===== src/rtl/pwreq_pkg.sv =====
package pwreq_pkg;

  // Kind of state request, carried only by the pulse length on the wire
  typedef enum logic {
    KIND_TOGGLE = 1'b0,
    KIND_OFF    = 1'b1
  } req_kind_e;

  function automatic int unsigned cnt_width(input int unsigned max_val);
    return (max_val < 2) ? 1 : $clog2(max_val + 1);
  endfunction

endpackage


===== src/rtl/pwreq_sync.sv =====
module pwreq_sync #(
  parameter int unsigned STAGES = 2
) (
  input  logic clk,
  input  logic rst,
  input  logic d_async,
  output logic q_sync
);

  logic [STAGES-1:0] chain;

  generate
    for (genvar i = 0; i < STAGES; i++) begin : g_stage
      always_ff @(posedge clk) begin
        if (rst) begin
          chain[i] <= 1'b1;
        end else if (i == 0) begin
          chain[i] <= d_async;
        end else begin
          chain[i] <= chain[(i == 0) ? 0 : i-1];
        end
      end
    end
  endgenerate

  assign q_sync = chain[STAGES-1];

endmodule


===== src/rtl/pwreq_tx.sv =====
module pwreq_tx
  import pwreq_pkg::*;
#(
  parameter int unsigned SHORT_CYC = 4500,
  parameter int unsigned LONG_CYC  = 21000
) (
  input  logic      clk,
  input  logic      rst,
  input  logic      start,
  input  req_kind_e kind,
  output logic      pull,
  output logic      active
);

  localparam int unsigned MAXC = (LONG_CYC > SHORT_CYC) ? LONG_CYC : SHORT_CYC;
  localparam int unsigned CW   = cnt_width(MAXC);
  localparam logic [CW-1:0] SHORT_LEN = CW'(SHORT_CYC);
  localparam logic [CW-1:0] LONG_LEN  = CW'(LONG_CYC);
  localparam logic [CW-1:0] ONE       = CW'(1);

  logic [CW-1:0] left;

  always_ff @(posedge clk) begin
    if (rst) begin
      left <= '0;
      pull <= 1'b0;
    end else if (left != '0) begin
      left <= left - ONE;
      pull <= (left != ONE);
    end else if (start) begin
      left <= (kind == KIND_OFF) ? LONG_LEN : SHORT_LEN;
      pull <= 1'b1;
    end
  end

  assign active = (left != '0);

endmodule


===== src/rtl/pwreq_rx.sv =====
module pwreq_rx
  import pwreq_pkg::*;
#(
  parameter int unsigned SHORT_MIN = 3000,
  parameter int unsigned SHORT_MAX = 10000,
  parameter int unsigned LONG_MIN  = 15000,
  parameter int unsigned LONG_MAX  = 30000,
  parameter int unsigned TIMEOUT   = 40000
) (
  input  logic      clk,
  input  logic      rst,
  input  logic      line_s,
  output logic      evt_valid,
  output req_kind_e evt_kind,
  output logic      fault,
  output logic      busy
);

  localparam int unsigned CW = cnt_width(TIMEOUT);
  localparam logic [CW-1:0] S_MIN  = CW'(SHORT_MIN);
  localparam logic [CW-1:0] S_MAX  = CW'(SHORT_MAX);
  localparam logic [CW-1:0] L_MIN  = CW'(LONG_MIN);
  localparam logic [CW-1:0] L_MAX  = CW'(LONG_MAX);
  localparam logic [CW-1:0] TO_CNT = CW'(TIMEOUT);
  localparam logic [CW-1:0] TO_M1  = CW'(TIMEOUT - 1);
  localparam logic [CW-1:0] ONE    = CW'(1);

  logic [CW-1:0] low_cnt;
  logic          in_short;
  logic          in_long;

  assign in_short = (low_cnt >= S_MIN) && (low_cnt <= S_MAX);
  assign in_long  = (low_cnt >= L_MIN) && (low_cnt <= L_MAX);

  always_ff @(posedge clk) begin
    if (rst) begin
      low_cnt   <= '0;
      evt_valid <= 1'b0;
      evt_kind  <= KIND_TOGGLE;
      fault     <= 1'b0;
    end else begin
      evt_valid <= 1'b0;
      if (!line_s) begin
        if (low_cnt != TO_CNT) low_cnt <= low_cnt + ONE;
        fault <= (low_cnt >= TO_M1);
      end else begin
        if (in_short) begin
          evt_valid <= 1'b1;
          evt_kind  <= KIND_TOGGLE;
        end else if (in_long) begin
          evt_valid <= 1'b1;
          evt_kind  <= KIND_OFF;
        end
        low_cnt <= '0;
        fault   <= 1'b0;
      end
    end
  end

  assign busy = !line_s || (low_cnt != '0);

endmodule


===== src/rtl/pwreq_codec.sv =====
module pwreq_codec
  import pwreq_pkg::*;
#(
  parameter int unsigned TX_SHORT_CYC = 4500,
  parameter int unsigned TX_LONG_CYC  = 21000,
  parameter int unsigned RX_SHORT_MIN = 3000,
  parameter int unsigned RX_SHORT_MAX = 10000,
  parameter int unsigned RX_LONG_MIN  = 15000,
  parameter int unsigned RX_LONG_MAX  = 30000,
  parameter int unsigned RX_TIMEOUT   = 40000,
  parameter int unsigned SYNC_STAGES  = 2
) (
  input  logic clk,
  input  logic rst,
  input  logic req_valid,
  input  logic req_kind,
  input  logic line_in,
  output logic line_pull,
  output logic evt_valid,
  output logic evt_kind,
  output logic fault
);

  logic      line_s;
  logic      rx_busy;
  logic      tx_active;
  logic      launch;
  req_kind_e kind_in;
  req_kind_e kind_out;

  assign kind_in = req_kind_e'(req_kind);
  assign launch  = req_valid && !rx_busy && !tx_active;

  pwreq_sync #(.STAGES(SYNC_STAGES)) u_sync (
    .clk     (clk),
    .rst     (rst),
    .d_async (line_in),
    .q_sync  (line_s)
  );

  pwreq_tx #(
    .SHORT_CYC (TX_SHORT_CYC),
    .LONG_CYC  (TX_LONG_CYC)
  ) u_tx (
    .clk    (clk),
    .rst    (rst),
    .start  (launch),
    .kind   (kind_in),
    .pull   (line_pull),
    .active (tx_active)
  );

  pwreq_rx #(
    .SHORT_MIN (RX_SHORT_MIN),
    .SHORT_MAX (RX_SHORT_MAX),
    .LONG_MIN  (RX_LONG_MIN),
    .LONG_MAX  (RX_LONG_MAX),
    .TIMEOUT   (RX_TIMEOUT)
  ) u_rx (
    .clk       (clk),
    .rst       (rst),
    .line_s    (line_s),
    .evt_valid (evt_valid),
    .evt_kind  (kind_out),
    .fault     (fault),
    .busy      (rx_busy)
  );

  assign evt_kind = kind_out;

endmodule


===== config.mk =====
export PLATFORM = sky130hd
export DESIGN_NAME = pwreq_codec
export DESIGN_NICKNAME = d
export VERILOG_FILES = /design/src/rtl/pwreq_pkg.sv /design/src/rtl/pwreq_sync.sv /design/src/rtl/pwreq_tx.sv /design/src/rtl/pwreq_rx.sv /design/src/rtl/pwreq_codec.sv
export SDC_FILE = /design/constraint.sdc
export NUM_CORES = 1
export LEC_CHECK = 0
export ABC_AREA = 0
export BUFFER_PORTS_ARGS = -buffer_cell sky130_fd_sc_hd__buf_4
export CORE_MARGIN = 4
export CORE_UTILIZATION = 32
export DETAILED_ROUTE_END_ITERATION = 7
export PLACE_DENSITY = 0.56
export REMOVE_ABC_BUFFERS = 1
export SYNTH_ARGS = -nofsm -noshare
export SYNTH_HDL_FRONTEND = slang
export SYNTH_SLANG_ARGS = --single-unit

===== constraint.sdc =====
create_clock -name clk -period 1.7 [get_ports clk]
set_input_delay 0.255 -clock clk [delete_from_list [all_inputs] [get_ports clk]]
set_output_delay 0.255 -clock clk [all_outputs]
set_load 0.1 [all_outputs]

# Word-level counts from Yosys, hierarchy flattened

Cells that the tools add are included.

Order comparisons: 5
Equality and inequality tests: 2
Bitwise logic cells: 1
Shifts and indexed selects: 0
Add/sub/neg operators: 2
Multiplexer cells: 9
Multipliers: 0
Reductions and logical operators: 15
Div/mod/pow operators: 0

Operators by type and width:

| kind                  | number |
|---|---|
| $mux 15               | 3 |
| $add 16x1->16 const B | 1 |
| $ge 16x12->1 const B  | 1 |
| $ge 16x14->1 const B  | 1 |
| $ge 16x16->1 const B  | 1 |
| $le 16x14->1 const B  | 1 |
| $le 16x15->1 const B  | 1 |
| $ne 16x16->1 const B  | 1 |
| $reduce_bool 16->1    | 1 |
| $ne 15x1->1 const B   | 1 |
| $reduce_bool 15->1    | 1 |
| $sub 15x1->15 const B | 1 |
| $mux 1                | 6 |
| $logic_and 1x1->1     | 4 |
| $reduce_bool 2->1     | 2 |
| $reduce_or 2->1       | 2 |
| $logic_not 1->1       | 3 |
| $reduce_and 2->1      | 1 |
| $logic_or 1x1->1      | 1 |
| $not 1->1             | 1 |

Bits in registers: 37
Memory bits (read-only): 0
Word-level logic and storage cells: 42
Memories: 0
Bits in latches: 0
RAM bits: 0
Bits of input ports: 5

# Logic depth before layout (Yosys ltp)

Word-level depth: 7
Gate-level depth with buffers: 8
Depth with buffers taken out: 7

# Hierarchy

A second synthesis with hierarchy kept.

Cell total of the unflattened synthesis: 247
Area, all modules: 2,132.0 um2

Modules (own cells, without submodules):

| module      | instances | area each (um2) | cells each | sequential area each (um2) |
|---|---|---|---|---|
| pwreq_rx    | 1         | 1,168.6         | 142        | 380.4 |
| pwreq_tx    | 1         | 898.4           | 100        | 320.3 |
| pwreq_sync  | 1         | 52.6            | 4          | 40.0 |
| pwreq_codec | 1         | 12.5            | 1          | 0.0 |

# Least setup slack after synthesis

Ideal clock, no wire load.

Kind: register to register
Start: register u_rx.low_cnt[12]
End: register u_rx.evt_kind
Period minus slack after synthesis: 1.789 ns
Data arrival time: 1.686 ns
Data required time: 1.597 ns
Stages on the path, launching flop included: 7
Path slack: -0.089 ns
Cells stage by stage: dfxtp_1 > buf_2 > or3_4 > nor4_2 > a21oi_1 > o211a_1 > a2111oi_2

Cells in the longest elaborated chain, start to end: 4
Elaborated cells between the ends (all ways): 9
Those cells by class: 4 x order compare; 1 x mux; 4 x reduce/logical

RTL lines:

| what                                       | line                           | source |
|---|---|---|
| start: declaration                         | pwreq_rx.sv:28                 | `logic [CW-1:0] low_cnt;` |
| start signal: assignment                   | pwreq_rx.sv:44                 | `if (low_cnt != TO_CNT) low_cnt <= low_cnt + ONE;` |
| $ge 16x14->1, or another cell as far along | pwreq_rx.sv:33                 | `assign in_long = (low_cnt >= L_MIN) && (low_cnt <= L_MAX);` |
| $logic_and 1x1->1 (on tied branches)       | pwreq_rx.sv:33, pwreq_rx.sv:32 |  |
| $reduce_bool 2->1 (no source line)         | --                             |  |
| $reduce_and 2->1 (no source line)          | --                             |  |
| end signal: assignment                     | pwreq_rx.sv:39                 | `evt_kind <= KIND_TOGGLE;` |
| end signal: assignment                     | pwreq_rx.sv:49                 | `evt_kind <= KIND_TOGGLE;` |
| end signal: assignment                     | pwreq_rx.sv:52                 | `evt_kind <= KIND_OFF;` |
| end: declaration                           | pwreq_rx.sv:14                 | `output req_kind_e evt_kind,` |

Several ways; a longest one is shown, not always the timed one.
A chain may end at the register's enable or synchronous reset.

# Worst setup path after layout

Start: register u_rx.low_cnt[11]
End: register u_tx.pull

Cells in the longest elaborated chain, start to end: 6

RTL lines:

| what                               | line              | source |
|---|---|---|
| $reduce_bool 16->1                 | pwreq_rx.sv:60    | `assign busy = !line_s \|\| (low_cnt != '0);` |
| $logic_or 1x1->1                   | pwreq_rx.sv:60    |  |
| $logic_not 1->1                    | pwreq_codec.sv:32 | `assign launch = req_valid && !rx_busy && !tx_active;` |
| $logic_and 1x1->1 (2 in a row)     | pwreq_codec.sv:32 |  |
| $reduce_bool 2->1 (no source line) | --                |  |
| end signal: assignment             | pwreq_tx.sv:29    | `pull <= (left != ONE);` |
| end: declaration                   | pwreq_tx.sv:11    | `output logic pull,` |

Every way passes these cells.

==> results_dict.tcl <==
set metrics [dict create \
    max_freq_mhz 555.5 \
    hp-start "line_in" \
    synth_xor_xnor_area_share_pct 8.947 \
    die_w_um 88.15 \
    first_global_vias 2001 \
    cp-end-kind "flip-flop" \
    root_buffer "clkbuf_8" \
    grt_first_pass_wirelength_um 9556 \
    clk_latency_ns 0.29 \
    finalWeightedCongestion 0.8743 \
    worst_slack_ns -0.1003 \
    drive_gt1_share_pct 49.23 \
    die_area_um2 7770 \
    syn_inst 253 \
    core_um2 6061 \
    syn_avg_cell_area_um2 8.125 \
    ys.flop_type "dfxtp_1" \
    p_per_area_nw_per_um2 1274 \
    vias_per_cell 5.206 \
    grt_max_degree 17 \
    cts-buffers-inserted 5 \
    synth_edf_count 0 \
    drt_first_pass_iters 4 \
    r2r_start "u_rx.low_cnt[11]" \
    hold_viol 0 \
    drt_iter0_drc 128 \
    crit_slowest_cell "or3_4" \
    slew_violations 0 \
    yosys_warnings 0 \
    diodes 0 \
    via_count 2072 \
    fp-row-count 28 \
    initial_core_util_pct 33.92 \
    cellLeakagePower_nw 1.216 \
    dp_hpwl_um 3916 \
    antenna_found_initial 0 \
    yosys.area_share.adder_pct 3.043 \
    drc_errors 0 \
    finalCriticalPeriod_ns 1.800 \
    clk_path_buf_depth 2 \
    path_cells "or3_4 -> buf_6 -> nor4_4 -> a21oi_1 -> mux2_4 -> a41oi_2" \
    crit_path_max_fanout 3 \
    ys_seq_area_share_pct 36.03 \
    h-tree-depth 2 \
    grt.total_usage_pct 15.66 \
    antenna_left 0 \
    fin_setup_tns_ns -0.4549 \
    dieHeight_um 88.15 \
    fin_crit_sh_pct 105.9 \
    crit_type "reg -> reg" \
    num_io_pins 9 \
    hold_end "u_sync.chain[0]" \
    place_inst 385 \
    holdBufCountCts 0 \
    area_growth_syn_to_layout_pct 51.80 \
    relSlewSlack_pct 72.25 \
    synthSimpleGateAreaFrac_pct 33.78 \
    critPathMaxStageDelay_ns 0.42 \
    reg2reg_to "u_tx.pull" \
    pre_cts_ws_ns -0.1794 \
    r2r_slack_ns -0.10 \
    netlist_area_um2 2056 \
    synth-compound-area-share_pct 12.54 \
    required_ns 1.92 \
    wl_per_cell_um 15.01 \
    final_cells 398 \
    setup_violations 10 \
    routed_wl_um 5973 \
    worstHoldPathCells 2 \
    clkSlewWorstSetupHoldPaths_ns 0.08 \
    hold_class "in -> reg" \
    portBuffers 8 \
    arrival_ns 2.02 \
    post_synth_mux_area_share_pct 1.035 \
    ir_worst_vdd_v 0.0006498 \
    final_nets 332 \
    synth_seq_cells 37 \
    tritoncts "yes" \
    max_cap_viol_count 0 \
    synth_top_family_by_area "simple AND/OR/NAND/NOR gates" \
    startpoint_type "flip-flop" \
    synthArstFlopShare_pct 0 \
    worstRegToRegCells 6 \
    fin_util_pct 51.49 \
    status "finished with violations" \
    cts.sinks 37 \
    finClkSkew_ns 0.006808 \
    grt_overflow 0 \
    violations "negative setup slack" \
    synth.distinct_cells 49 \
    rsz0062_at_grt "yes" \
    tightest_slew_ns 0.4058 \
]
cell usage after synthesis, drive strengths merged (3+ instances only):
master    n  area [um^2]
nor2     39        146.4
dfxtp    37        740.7
nand2    20        77.58
a21oi    16        80.08
clkbuf   11        43.79
nor3     11        60.06
xor2     11        96.34
nor4     10        81.33
xnor2    10        87.58
inv       8        30.03
nand3     8        40.04
nand4     7        43.79
or2       7        43.80
or4       6        52.55
ha        5        62.56
o21ai     5        25.02
or3       5        36.28
a211oi    4        30.03
nand3b    4        30.03
a2111oi   3        32.53
buf       3        21.27
nor4b     3        41.29
through the flow:
stage / area (um^2) / hold slack [ns] / total power, mW
after CTS: 2935 / 0.1419 / 3.770
after global routing: 3120 / 0.1457 / 4.239
after floorplan: 1991 / 0.3239 / 2.041
after detailed placement: 2618 / 0.4334 / 2.740
after global placement: 2618 / 0.4337 / 2.739
final: 3120 / 0.1481 / 3.977
metal layers:
| layer | up-vias | part of all wire [%] | track usage, % | routed length, um |
|---|---|---|---|---|
| met3 | 9 | 3.3 | 2.540 | 200 |
| met4 | 0 | 2.1 | 6.868 | 127 |
| li1 | 1037 | - | - | - |
| met2 | 50 | 48 | 24.59 | 2871 |
| met1 | 976 | 46 | 21.19 | 2773 |
| met5 | - | 0 | 0 | 0 |
registers in the layout, indices dropped and copies added, names as in the netlist:
signal and flops:
u_tx.left 15, u_sync.chain 1, u_rx.evt_valid 1, u_tx.pull 1, u_sync.q_sync 1, u_rx.evt_kind 1, u_rx.low_cnt 16, u_rx.fault 1
worst max-delay path, delay by kind of cell (launching register included):
family	cells	cell delay (ns)
flip-flops	1	0.33
AND/OR/NAND/NOR	2	0.76
AO/OA/AOI/OAI	2	0.23
multiplexers	1	0.27
buffers and inverters	1	0.14
cell usage in the layout (no fill, tap or decap), drive strengths merged, types with 6 or more instances in the layout:
master  instances
xor2           11
nor3           11
xnor2          10
dfxtp          37
clkbuf          7
or2             7
or4             6
nor4           10
nand4           7
nand2          20
buf            76
a21oi          16
nor2           39
inv             8
nand3           8
cells by family (layout without fill, tap and decap cells):
kind of cell	after synthesis	after routing
muxes	2	2
xor gates and xnor gates	21	21
AOI/OAI and AO/OA	40	40
buffers and inverters	22	92
and+or+nand+nor	126	126
DFF	37	37
adders and majority gates	5	5
area by class of cell:
type	instances	area, um^2
Fill cell	557	2940
Multi-Input combinational cell	194	1526
Sequential cell	37	772.0
Timing Repair Buffer	76	581.8
Tap cell	75	93.84
Clock buffer	7	86.33
Clock inverter	1	30.03
Inverter	8	30.03
worst max-delay path by stage:
stage                           from             to
finish              u_rx.low_cnt[11]      u_tx.pull
global route        u_rx.low_cnt[11]  u_rx.evt_kind
CTS                 u_rx.low_cnt[11]  u_rx.evt_kind
detailed placement      u_tx.left[3]  u_tx.left[12]
global placement        u_tx.left[3]  u_tx.left[12]
floorplan           u_rx.low_cnt[11]  u_rx.evt_kind
power breakdown:
group          internal [mW]  switching [mW]
registers               1.01           0.138
clock network          0.479           0.319
logic                   1.05           0.981
total                   2.54            1.44
timing repair:
| item | in CTS | in global routing |
|---|---|---|
| pin swaps | 19 | 19 |
| gates resized for setup | 37 | 49 |
| setup endpoints to repair | 19 | 24 |
| buffers inserted | 5 | 1 |
| gates cloned | 0 | 0 |
Note: power is estimated with default switching activity, not from simulation.
